File: src/rtl/isv_pkg.sv
package isv_pkg;
    localparam int NUM_SRC = 8;
    localparam int CODE_W  = $clog2(NUM_SRC + 1);
    localparam int VEC_W   = 8;
    localparam int SHIFT   = 2;

    typedef logic [NUM_SRC-1:0] src_mask_t;
    typedef logic [CODE_W-1:0]  src_code_t;
    typedef logic [VEC_W-1:0]   vec_t;

    typedef struct packed {
        src_code_t code;
        logic      any;
    } top_src_t;

    function automatic vec_t code_to_offset(src_code_t c);
        return vec_t'(c) << SHIFT;
    endfunction
endpackage

File: src/rtl/isv_pending.sv
module isv_pending
    import isv_pkg::*;
(
    input  logic      clk,
    input  logic      rst,
    input  src_mask_t set_i,
    input  src_mask_t clr_i,
    output src_mask_t pend_o
);
    for (genvar i = 0; i < NUM_SRC; i++) begin : g_flag
        always_ff @(posedge clk) begin
            if (rst)
                pend_o[i] <= 1'b0;
            else if (set_i[i])
                pend_o[i] <= 1'b1;
            else if (clr_i[i])
                pend_o[i] <= 1'b0;
        end
    end
endmodule

File: src/rtl/isv_prio.sv
module isv_prio
    import isv_pkg::*;
(
    input  src_mask_t pend_i,
    output top_src_t  top_o
);
    always_comb begin
        top_o.code = '0;
        top_o.any  = |pend_i;
        for (int i = 0; i < NUM_SRC; i++) begin
            if (pend_i[i])
                top_o.code = src_code_t'(i + 1);
        end
    end
endmodule

File: src/rtl/isv_gate.sv
module isv_gate
    import isv_pkg::*;
(
    input  top_src_t top_i,
    input  logic     enable_i,
    input  logic     ignore_i,
    output vec_t     vec_o,
    output logic     req_o
);
    always_comb begin
        vec_o = ignore_i ? '0 : code_to_offset(top_i.code);
        req_o = top_i.any & enable_i & ~ignore_i;
    end
endmodule

File: src/rtl/intr_state_vector.sv
module intr_state_vector
    import isv_pkg::*;
(
    input  logic       clk,
    input  logic       rst,
    input  logic [7:0] evt_set,
    input  logic [7:0] evt_clr,
    input  logic       irq_enable,
    input  logic       ignore_msg,
    output logic [7:0] state_vec,
    output logic       irq_req
);
    src_mask_t pend;
    top_src_t  top;

    isv_pending u_pend (
        .clk    (clk),
        .rst    (rst),
        .set_i  (evt_set),
        .clr_i  (evt_clr),
        .pend_o (pend)
    );

    isv_prio u_prio (
        .pend_i (pend),
        .top_o  (top)
    );

    isv_gate u_gate (
        .top_i    (top),
        .enable_i (irq_enable),
        .ignore_i (ignore_msg),
        .vec_o    (state_vec),
        .req_o    (irq_req)
    );
endmodule

File: config.mk
export PLATFORM = sky130hd
export DESIGN_NAME = intr_state_vector
export DESIGN_NICKNAME = d
export VERILOG_FILES = /design/src/rtl/isv_pkg.sv /design/src/rtl/isv_pending.sv /design/src/rtl/isv_prio.sv /design/src/rtl/isv_gate.sv /design/src/rtl/intr_state_vector.sv
export SDC_FILE = /design/constraint.sdc
export NUM_CORES = 1
export LEC_CHECK = 0
export ABC_AREA = 0
export ABC_CLOCK_PERIOD_IN_PS = 1020
export CAP_MARGIN = 20
export CORE_AREA = 2 2 39 41
export CTS_CLUSTER_SIZE = 16
export DETAILED_ROUTE_END_ITERATION = 10
export DIE_AREA = 0 0 41 43
export HOLD_SLACK_MARGIN = 0.05
export PLACE_DENSITY = 0.82
export SYNTH_ARGS = -nofsm -noshare
export SYNTH_HDL_FRONTEND = slang
export SYNTH_SLANG_ARGS = --single-unit
File: constraint.sdc
create_clock -name clk -period 1.02 [get_ports clk]
set_input_delay 0.102 -clock clk [delete_from_list [all_inputs] [get_ports clk]]
set_output_delay 0.102 -clock clk [all_outputs]
set_load 0.05 [all_outputs]
# Yosys cells after proc, flatten, opt, wreduce, memory -nomap -nowiden
# Cells that the tools add are included.
word_totals:
  register_bits: 8
  input_bits: 20
  output_inout_bits: 9
  elab_cells: 45
classes:
  muxes: 25
  bitwise_logic: 3
  n_reduce_logical: 9
ops:
  columns: ["operator", "count"]
  rows:
  - ["2-to-1 mux 1 bit", 17]
  - ["nonzero test 2 bit", 8]
  - ["2-to-1 mux 3 bit", 4]
  - ["OR reduction 8 bit", 1]
  - ["2-to-1 mux 6 bit", 1]
  - ["2-to-1 mux 2 bit", 2]
  - ["2-to-1 mux 4 bit", 1]
  - ["AND 1 bit", 2]
  - ["inverter 1 bit", 1]

# Longest topological paths before layout
# Gate-level depths: netlist of the first run.
logic_depth:
  ltp_word: 9
  mapped_depth: 3
  ltp_nobuf: 3

# By module
# Synthesis of the first run repeated with hierarchy kept, for this count alone.
hier_totals:
  cells_unflattened: 58
  area_unflattened_um2: 539.3
modules_own_cells:
  columns: ["module", "n_inst", "cells_each", "area_each_um2"]
  rows:
  - ["isv_pending", 1, 33, 381.6]
  - ["isv_gate", 1, 10, 78.8]
  - ["isv_prio", 1, 15, 78.8]

# Least setup slack after synthesis of the first run
# No wires, ideal clock.
synth_timing:
  path_type: "flip-flop to output port"
  startpoint: "register u_pend.pend_o[1]"
  endpoint: "output port irq_req"
  t_arrival_ps: 1704
  setup_slack_ps: -786
  path_stages_with_launch: 3
  path_buffers: 0
  cell_sequence: "dfxtp_1 > nor2_1 > a311oi_1"
synth_between:
  elab_chain_cells: 3
synth_lines:
  columns: ["item", "line", "text"]
  rows:
  - ["from (decl)", "isv_pending.sv:8", "output src_mask_t pend_o"]
  - ["from (signal, indexed assignment)", "isv_pending.sv:13", "pend_o[i] <= 1'b0;"]
  - ["from (signal, indexed assignment)", "isv_pending.sv:15", "pend_o[i] <= 1'b1;"]
  - ["from (signal, indexed assignment)", "isv_pending.sv:17", "pend_o[i] <= 1'b0;"]
  - ["OR reduction 8 bit", "isv_prio.sv:9", "top_o.any = |pend_i;"]
  - ["AND 1 bit (2 in a row)", "isv_gate.sv:12", "req_o = top_i.any & enable_i & ~ignore_i;"]
  - ["to (decl)", "intr_state_vector.sv:11", "output logic irq_req"]
# No other way between the ends.

# Worst setup path in the final report of the first run
layout_timing:
  startpoint: "register u_pend.pend_o[5]"
  endpoint: "output port irq_req"
# Same word-level chain as after synthesis.

==> implementation parameters, run 1 <==
Parameter                              Value

Place
  Count of input and output buffers ... 24
  Placer congestion estimate ... 0.703
  Post-detail-place hpwl ... 819 um
  Post-DP Area ... 769 um^2

Synth
  Synth unique cells ... 15
  Post-synthesis cell area ... 393 um^2
  Post-Syn Instances ... 55
  Multiplexer share of the synthesized area ... 0
  Post-synthesis xor/xnor area fraction ... 0
  Area fraction in compound gates after synthesis ... 0.188
  Number of register bits inferred by synthesis ... 8
  Combinational family with the most area after synthesis ... simple AND/OR/NAND/NOR gates
  Post-Synth Adder-Cell Area ... 0
  Mean post-synth cell area ... 7.14 um^2
  Synth warn ... 0
  Share of synthesized area occupied by flip-flops and latches ... 0.408
  Area share of and/or/nand/nor cells after synthesis ... 0.213

Timing
  Fraction of the cycle the final worst path needs ... 1.34
  Clock period minus worst slack ... 1.36 ns
  Final worst clock skew ... 0 ns
  WHS ... 0.436 ns
  Maximum clock rate ... 0.734 GHz
  Final Setup Violations ... 4
  RSZ-0062 raised after global routing ... yes
  Total count of max-transition violations in the final report ... 0
  Setup TNS ... -1.27 ns
  Final hold vios ... 0
  Final setup margin ... -0.343 ns

Cells and area
  Antenna cells ... 0
  Cell area after layout ... 862 um^2
  Register Area ... 175 um^2
  Area of the multi-input gates ... 250 um^2
  Most frequent cells in the layout ... sky130_fd_sc_hd__clkdlybuf4s50_1 (18), sky130_fd_sc_hd__inv_1 (10), sky130_fd_sc_hd__nor2_1 (9), sky130_fd_sc_hd__a21oi_1 (9), sky130_fd_sc_hd__buf_4 (9)
  Area delta synth->final ... 119%
  Final net count ... 111
  Layout cells sized above 1 ... 0.382
  Top reg by flops ... u_pend.pend_o
  Filler cells ... 116
  Number of flip-flops in the largest register ... 8
  Most common library cell in the layout ignoring fill and taps ... sky130_fd_sc_hd__clkdlybuf4s50_1
  Registers with the highest flip-flop counts ... u_pend.pend_o (8)
  Final core occ ... 0.623

Floorplan
  Total Die Area ... 1760 um^2
  Die X-Extent ... 41 um
  Initial Utilization ... 0.284
  Boundary pin count ... 29
  Die Ht ... 43 um
  Number of placement rows ... 14
  Floorplan Core Area ... 1380 um^2

Pwr
  Leakage ... 0.000385 uW
  Worst supply voltage drop on vdd ... 540 uV
  Power per standard cell area ... 1120 nW/um^2

Critical path
  Startpoint of the worst-slack reg-to-reg timing path ... u_pend.pend_o[6]
  Worst setup path start ... u_pend.pend_o[5]
  Worst Setup End Kind ... output pin
  Peak fanout along the critical path ... 4
  Arrival time reported for the critical path endpoint ... 1.26 ns
  Critical path class ... reg -> out
  Data required time at the worst endpoint ... 0.92 ns
  Worst setup SP type ... flop

Flow run
  Maxcap violations ... 0

Clock network
  Number of CTS-inserted buffers ... 3
  Maximum buffer depth of the clock tree ... 2
  TritonCTS clock tree ... yes
  Insertion delay of the later-clocked pin in the worst-skew pair ... 0.25 ns
  Cell at the root of the clock tree ... sky130_fd_sc_hd__clkbuf_4
  CTS sink cnt ... 8
  Reg clk slew, reported paths ... 0.05 ns
  Number of levels in the clock H-tree ... 1

Outcome
  Outcome ... finished, violations left
  Violated checks ... negative setup slack

Hold path
  Worst min-delay path class ... in -> reg
  Min-Delay Startpoint ... evt_set[7]

Detailed routing
  # DRC ... 0
  ANT nets after route ... 0
  Count of vias placed by the detailed router ... 458
  Average vias per placed instance ... 4.36
  Drt pass-1 iters ... 4
  Number of violations reported at the end of detailed-routing iteration 0 ... 2
  Routed Wire Length ... 1120 um
  Detail-routed net length per standard cell ... 10.7 um

Global routing
  Global-route wire length before repair ... 1700 um
  Pin count of the biggest net entering global routing ... 9
  Via count of the first global-routing pass ... 460
  All-Layer GR Usage ... 0.143
  Antenna violations before repair ... 0
  Remaining Overflow, GRT ... 0
path summary, 6_finish.rpt:
path	end	slack, ns	cells after the start
worst max-delay path	irq_req	-0.34	4
worst min-delay path	u_pend.pend_o[7]	0.44	3
worst max register to register	u_pend.pend_o[6]	0.22	3
worst min register to register	u_pend.pend_o[0]	0.52	2
routing by layer:
layer / vias up / part of all wire / track usage
met3: 2 / 0.044 / 0.0157
met2: 17 / 0.59 / 0.259
met4: 0 / 0.0054 / 0.100
met1: 203 / 0.36 / 0.133
met5: - / 0 / 0
li1: 236 / - / -
cells by family (layout without fill, tap and decap cells):
| group | count (synthesis) | after routing |
|---|---|---|
| AND/OR/NAND/NOR | 18 | 18 |
| buffers and inverters | 15 | 46 |
| AO/OA/AOI/OAI | 13 | 13 |
| other | 1 | 4 |
| flip-flops | 8 | 8 |
synthesized netlist by cell type:
master	instances	area (um^2)
sky130_fd_sc_hd__inv_1	10	37.5
sky130_fd_sc_hd__o21ai_0	1	5.00
sky130_fd_sc_hd__dfxtp_1	8	160
sky130_fd_sc_hd__o31a_2	1	10.0
sky130_fd_sc_hd__nor2b_1	2	12.5
sky130_fd_sc_hd__a21oi_1	9	45.0
sky130_fd_sc_hd__buf_4	4	30.0
sky130_fd_sc_hd__nor2_1	12	45.0
sky130_fd_sc_hd__conb_1	1	3.75
sky130_fd_sc_hd__nor4_2	1	12.5
sky130_fd_sc_hd__a311oi_1	1	8.76
sky130_fd_sc_hd__o21ai_1	1	5.00
sky130_fd_sc_hd__nor3_1	2	10.0
sky130_fd_sc_hd__clkbuf_1	1	3.75
sky130_fd_sc_hd__nand2_1	1	3.75
critical path, cell delays in order, from the launching register on:
cell and delay, ns:
sky130_fd_sc_hd__dfxtp_4 0.36, sky130_fd_sc_hd__nor4_4 0.23, sky130_fd_sc_hd__buf_4 0.16, sky130_fd_sc_hd__a311oi_4 0.09
sky130_fd_sc_hd__buf_12 0.17
per-stage QoR:
stage	cells	total power [uW]	setup WS (ns)
global placement	100	696	-0.232
finish	105	968	-0.343
floorplan	58	531	-0.157
global route	105	1020	-0.405
detailed placement	100	703	-0.282
CTS	105	957	-0.352
power by group:
group	switching, uW	internal (uW)
Clock	103	134
Sequential	25.0	333
Combinational	179	194
final cells by class:
cell class	instances	share of cell area
Clock buffer	3	0.0261
Inverter	10	0.0435
Multi-Input combinational cell	35	0.290
Sequential cell	8	0.203
Tap cell	16	0.0232
Timing Repair Buffer	33	0.414
what timing repair did:
item                       4_1_cts  5_1_grt
hold buffers                     0        0
setup endpoints to repair        5        5
pin swaps                        3        3
buffers inserted                 2        0
resized for setup               11        9
No activity file was read; power rests on OpenSTA's default activity.
==> inputs of run 2 (changes only) <==
CELL_PAD_IN_SITES_DETAIL_PLACEMENT = 1   (was not set)
CELL_PAD_IN_SITES_GLOBAL_PLACEMENT = 2   (was not set)
CORE_AREA = not set   (was 2 2 39 41)
CORE_ASPECT_RATIO = 1.2   (was not set)
CORE_UTILIZATION = 16   (was not set)
CTS_BUF_LIST = sky130_fd_sc_hd__clkbuf_4   (was not set)
DIE_AREA = not set   (was 0 0 41 43)
PLACE_DENSITY = 0.89   (was 0.82)
==> run 2 against run 1 <==
  * Global-route usage fell by 3.9 points
  * Hold slack gained 0.0045 ns
  * The flow still finishes with violations (negative setup slack)
  * Die area increased by 51%
  * First-iteration DRC count unchanged
  * Setup slack worse by 0.034 ns
  * Combinational power hardly changed
  * Final area increased by 3.0%
  * Count of clock-buffer cells in the layout unchanged
  * Utilization decreased by 24 points
  * Non-clock buffer count up 1
==> implementation parameters, run 2 (synthesized netlist as in run 1, its figures left out) <==
Parameter                              Value

Pwr
  Share of power burned in the clock network ... 0.246
  Net switching fraction of the power ... 0.315
  Overall power consumption ... 975 uW
  Leakage ... 0.000386 uW
  Share of total power in combinational logic ... 0.386
  Portion of total power attributed to sequential cells ... 0.369
  Worst supply voltage drop on vdd ... 354 uV
  Power per standard cell area ... 1100 nW/um^2
  Psw ... 307 uW
  Internal Dissipation ... 668 uW

Critical path
  Worst Setup End Kind ... output pin
  Peak fanout along the critical path ... 4
  Data required time at the worst endpoint ... 0.92 ns
  Number of cells on the worst reg-to-reg path ... 3
  Arrival time reported for the critical path endpoint ... 1.30 ns
  Critical path class ... reg -> out
  Worst setup SP type ... flop

Place
  Cells after DPL ... 117
  Placer congestion estimate ... 0.754
  Count of input and output buffers ... 24
  Post-detail-place hpwl ... 924 um

Timing
  Total count of max-transition violations in the final report ... 0
  Final setup margin ... -0.377 ns
  Final Setup Violations ... 5
  RSZ-0062 raised after global routing ... yes
  Setup TNS ... -1.39 ns
  Fraction of the cycle the final worst path needs ... 1.37
  WHS ... 0.441 ns
  Final worst clock skew ... 0 ns
  Final hold vios ... 0
  Clock period minus worst slack ... 1.40 ns
  Maximum clock rate ... 0.716 GHz

Detailed routing
  Drt pass-1 iters ... 2
  ANT nets after route ... 0
  # DRC ... 0
  Routed Wire Length ... 1130 um
  Count of vias placed by the detailed router ... 474
  Number of violations reported at the end of detailed-routing iteration 0 ... 2
  Average vias per placed instance ... 3.92
  Detail-routed net length per standard cell ... 9.36 um

Cells and area
  Top reg by flops ... u_pend.pend_o
  Area delta synth->final ... 126%
  Filler cells ... 273
  Most common library cell in the layout ignoring fill and taps ... sky130_fd_sc_hd__clkdlybuf4s50_1
  Registers with the highest flip-flop counts ... u_pend.pend_o (8)
  Antenna cells ... 0
  Number of flip-flops in the largest register ... 8
  Layout cells sized above 1 ... 0.378
  Final net count ... 112
  Area of the multi-input gates ... 246 um^2
  Cell Count, Final, Fillers Out ... 121
  Register Area ... 170 um^2
  Most frequent cells in the layout ... sky130_fd_sc_hd__clkdlybuf4s50_1 (19), sky130_fd_sc_hd__inv_1 (10), sky130_fd_sc_hd__nor2_1 (9)

Floorplan
  Die X-Extent ... 47.2 um
  Number of placement rows ... 19
  Initial Utilization ... 0.170
  Total Die Area ... 2660 um^2
  Boundary pin count ... 29
  Die Ht ... 56.3 um
  Floorplan Core Area ... 2310 um^2

Global routing
  All-Layer GR Usage ... 0.104
  Via count of the first global-routing pass ... 469
  Remaining Overflow, GRT ... 0
  Pin count of the biggest net entering global routing ... 9
  Antenna violations before repair ... 0
  Global-route wire length before repair ... 1900 um

Clock network
  Reg clk slew, reported paths ... 0.05 ns
  Number of CTS-inserted buffers ... 3
  Number of levels in the clock H-tree ... 1
  Insertion delay of the later-clocked pin in the worst-skew pair ... 0.25 ns
  Maximum buffer depth of the clock tree ... 2
  CTS sink cnt ... 8
  TritonCTS clock tree ... yes
  Cell at the root of the clock tree ... sky130_fd_sc_hd__clkbuf_4

Outcome
  Outcome ... finished, violations left
  Violated checks ... negative setup slack

Flow run
  Maxcap violations ... 0

Hold path
  Number of stages on the worst hold path ... 3
  Worst min-delay path class ... in -> reg
-- run 2: cell types whose count changed in the layout (fill, tap and decap cells not counted) --
| cell | change |
|---|---|
| sky130_fd_sc_hd__buf_4 | -1 |
| sky130_fd_sc_hd__a21oi_1 | -1 |
| sky130_fd_sc_hd__a21oi_2 | +1 |
| sky130_fd_sc_hd__dfxtp_4 | -1 |
| sky130_fd_sc_hd__o31a_2 | +1 |
| sky130_fd_sc_hd__buf_6 | +2 |
| sky130_fd_sc_hd__o31a_4 | -1 |
| sky130_fd_sc_hd__dfxtp_2 | -1 |
| sky130_fd_sc_hd__clkdlybuf4s50_1 | +1 |
| sky130_fd_sc_hd__dlygate4sd2_1 | -1 |
| sky130_fd_sc_hd__dfxtp_1 | +2 |
-- run 2: final timing paths --
check / end / startpoint / slack (ns)
setup / recovery: irq_req / u_pend.pend_o[6] / -0.38
hold / removal: u_pend.pend_o[4] / evt_set[4] / 0.44
setup reg to reg: u_pend.pend_o[3] / u_pend.pend_o[3] / 0.24
hold reg to reg: u_pend.pend_o[7] / u_pend.pend_o[7] / 0.54
-- run 2: area by class of cell --
type,count,area share
clock buffer,3,0.0254
inverter,10,0.0423
multi-input combinational,35,0.277
sequential,8,0.192
tap,31,0.0437
timing repair buffer,34,0.420
-- run 2: stage by stage --
step | setup WS, ns | cell area [um^2] | utilization
floorplan | -0.157 | 440 | -
global placement | -0.232 | 803 | 0.348
detailed placement | -0.250 | 803 | 0.348
CTS | -0.383 | 858 | 0.372
global route | -0.459 | 888 | 0.385
finish | -0.377 | 888 | 0.385
-- run 2: per-layer routing --
metal,vias to the layer above,wire length (um),track usage
met1,218,410,0.106
li1,238,-,-
met2,16,649,0.170
met4,0,14,0.0612
met3,2,56,0.0386
met5,-,0,0
-- run 2: power by group through the flow --
stage | clock network, uW | registers [uW] | logic (uW)
global placement | 0 | 360 | 345
detailed placement | 0 | 361 | 353
global route | 276 | 363 | 405
floorplan | 0 | 357 | 175
CTS | 256 | 355 | 367
finish | 239 | 360 | 376
-- run 2: worst max-delay path: stages (launching register included) --
cell and delay, ns:
sky130_fd_sc_hd__dfxtp_1 0.42, sky130_fd_sc_hd__nor4_4 0.07, sky130_fd_sc_hd__buf_4 0.15, sky130_fd_sc_hd__a311oi_4 0.24, sky130_fd_sc_hd__buf_12 0.18
-- run 2: repair_timing --
item | in CTS | in global routing
hold buffers | 0 | 0
endpoints found under the setup margin | 5 | 5
pin swaps | 4 | 1
gates resized for setup | 11 | 7
setup buffers | 1 | 0
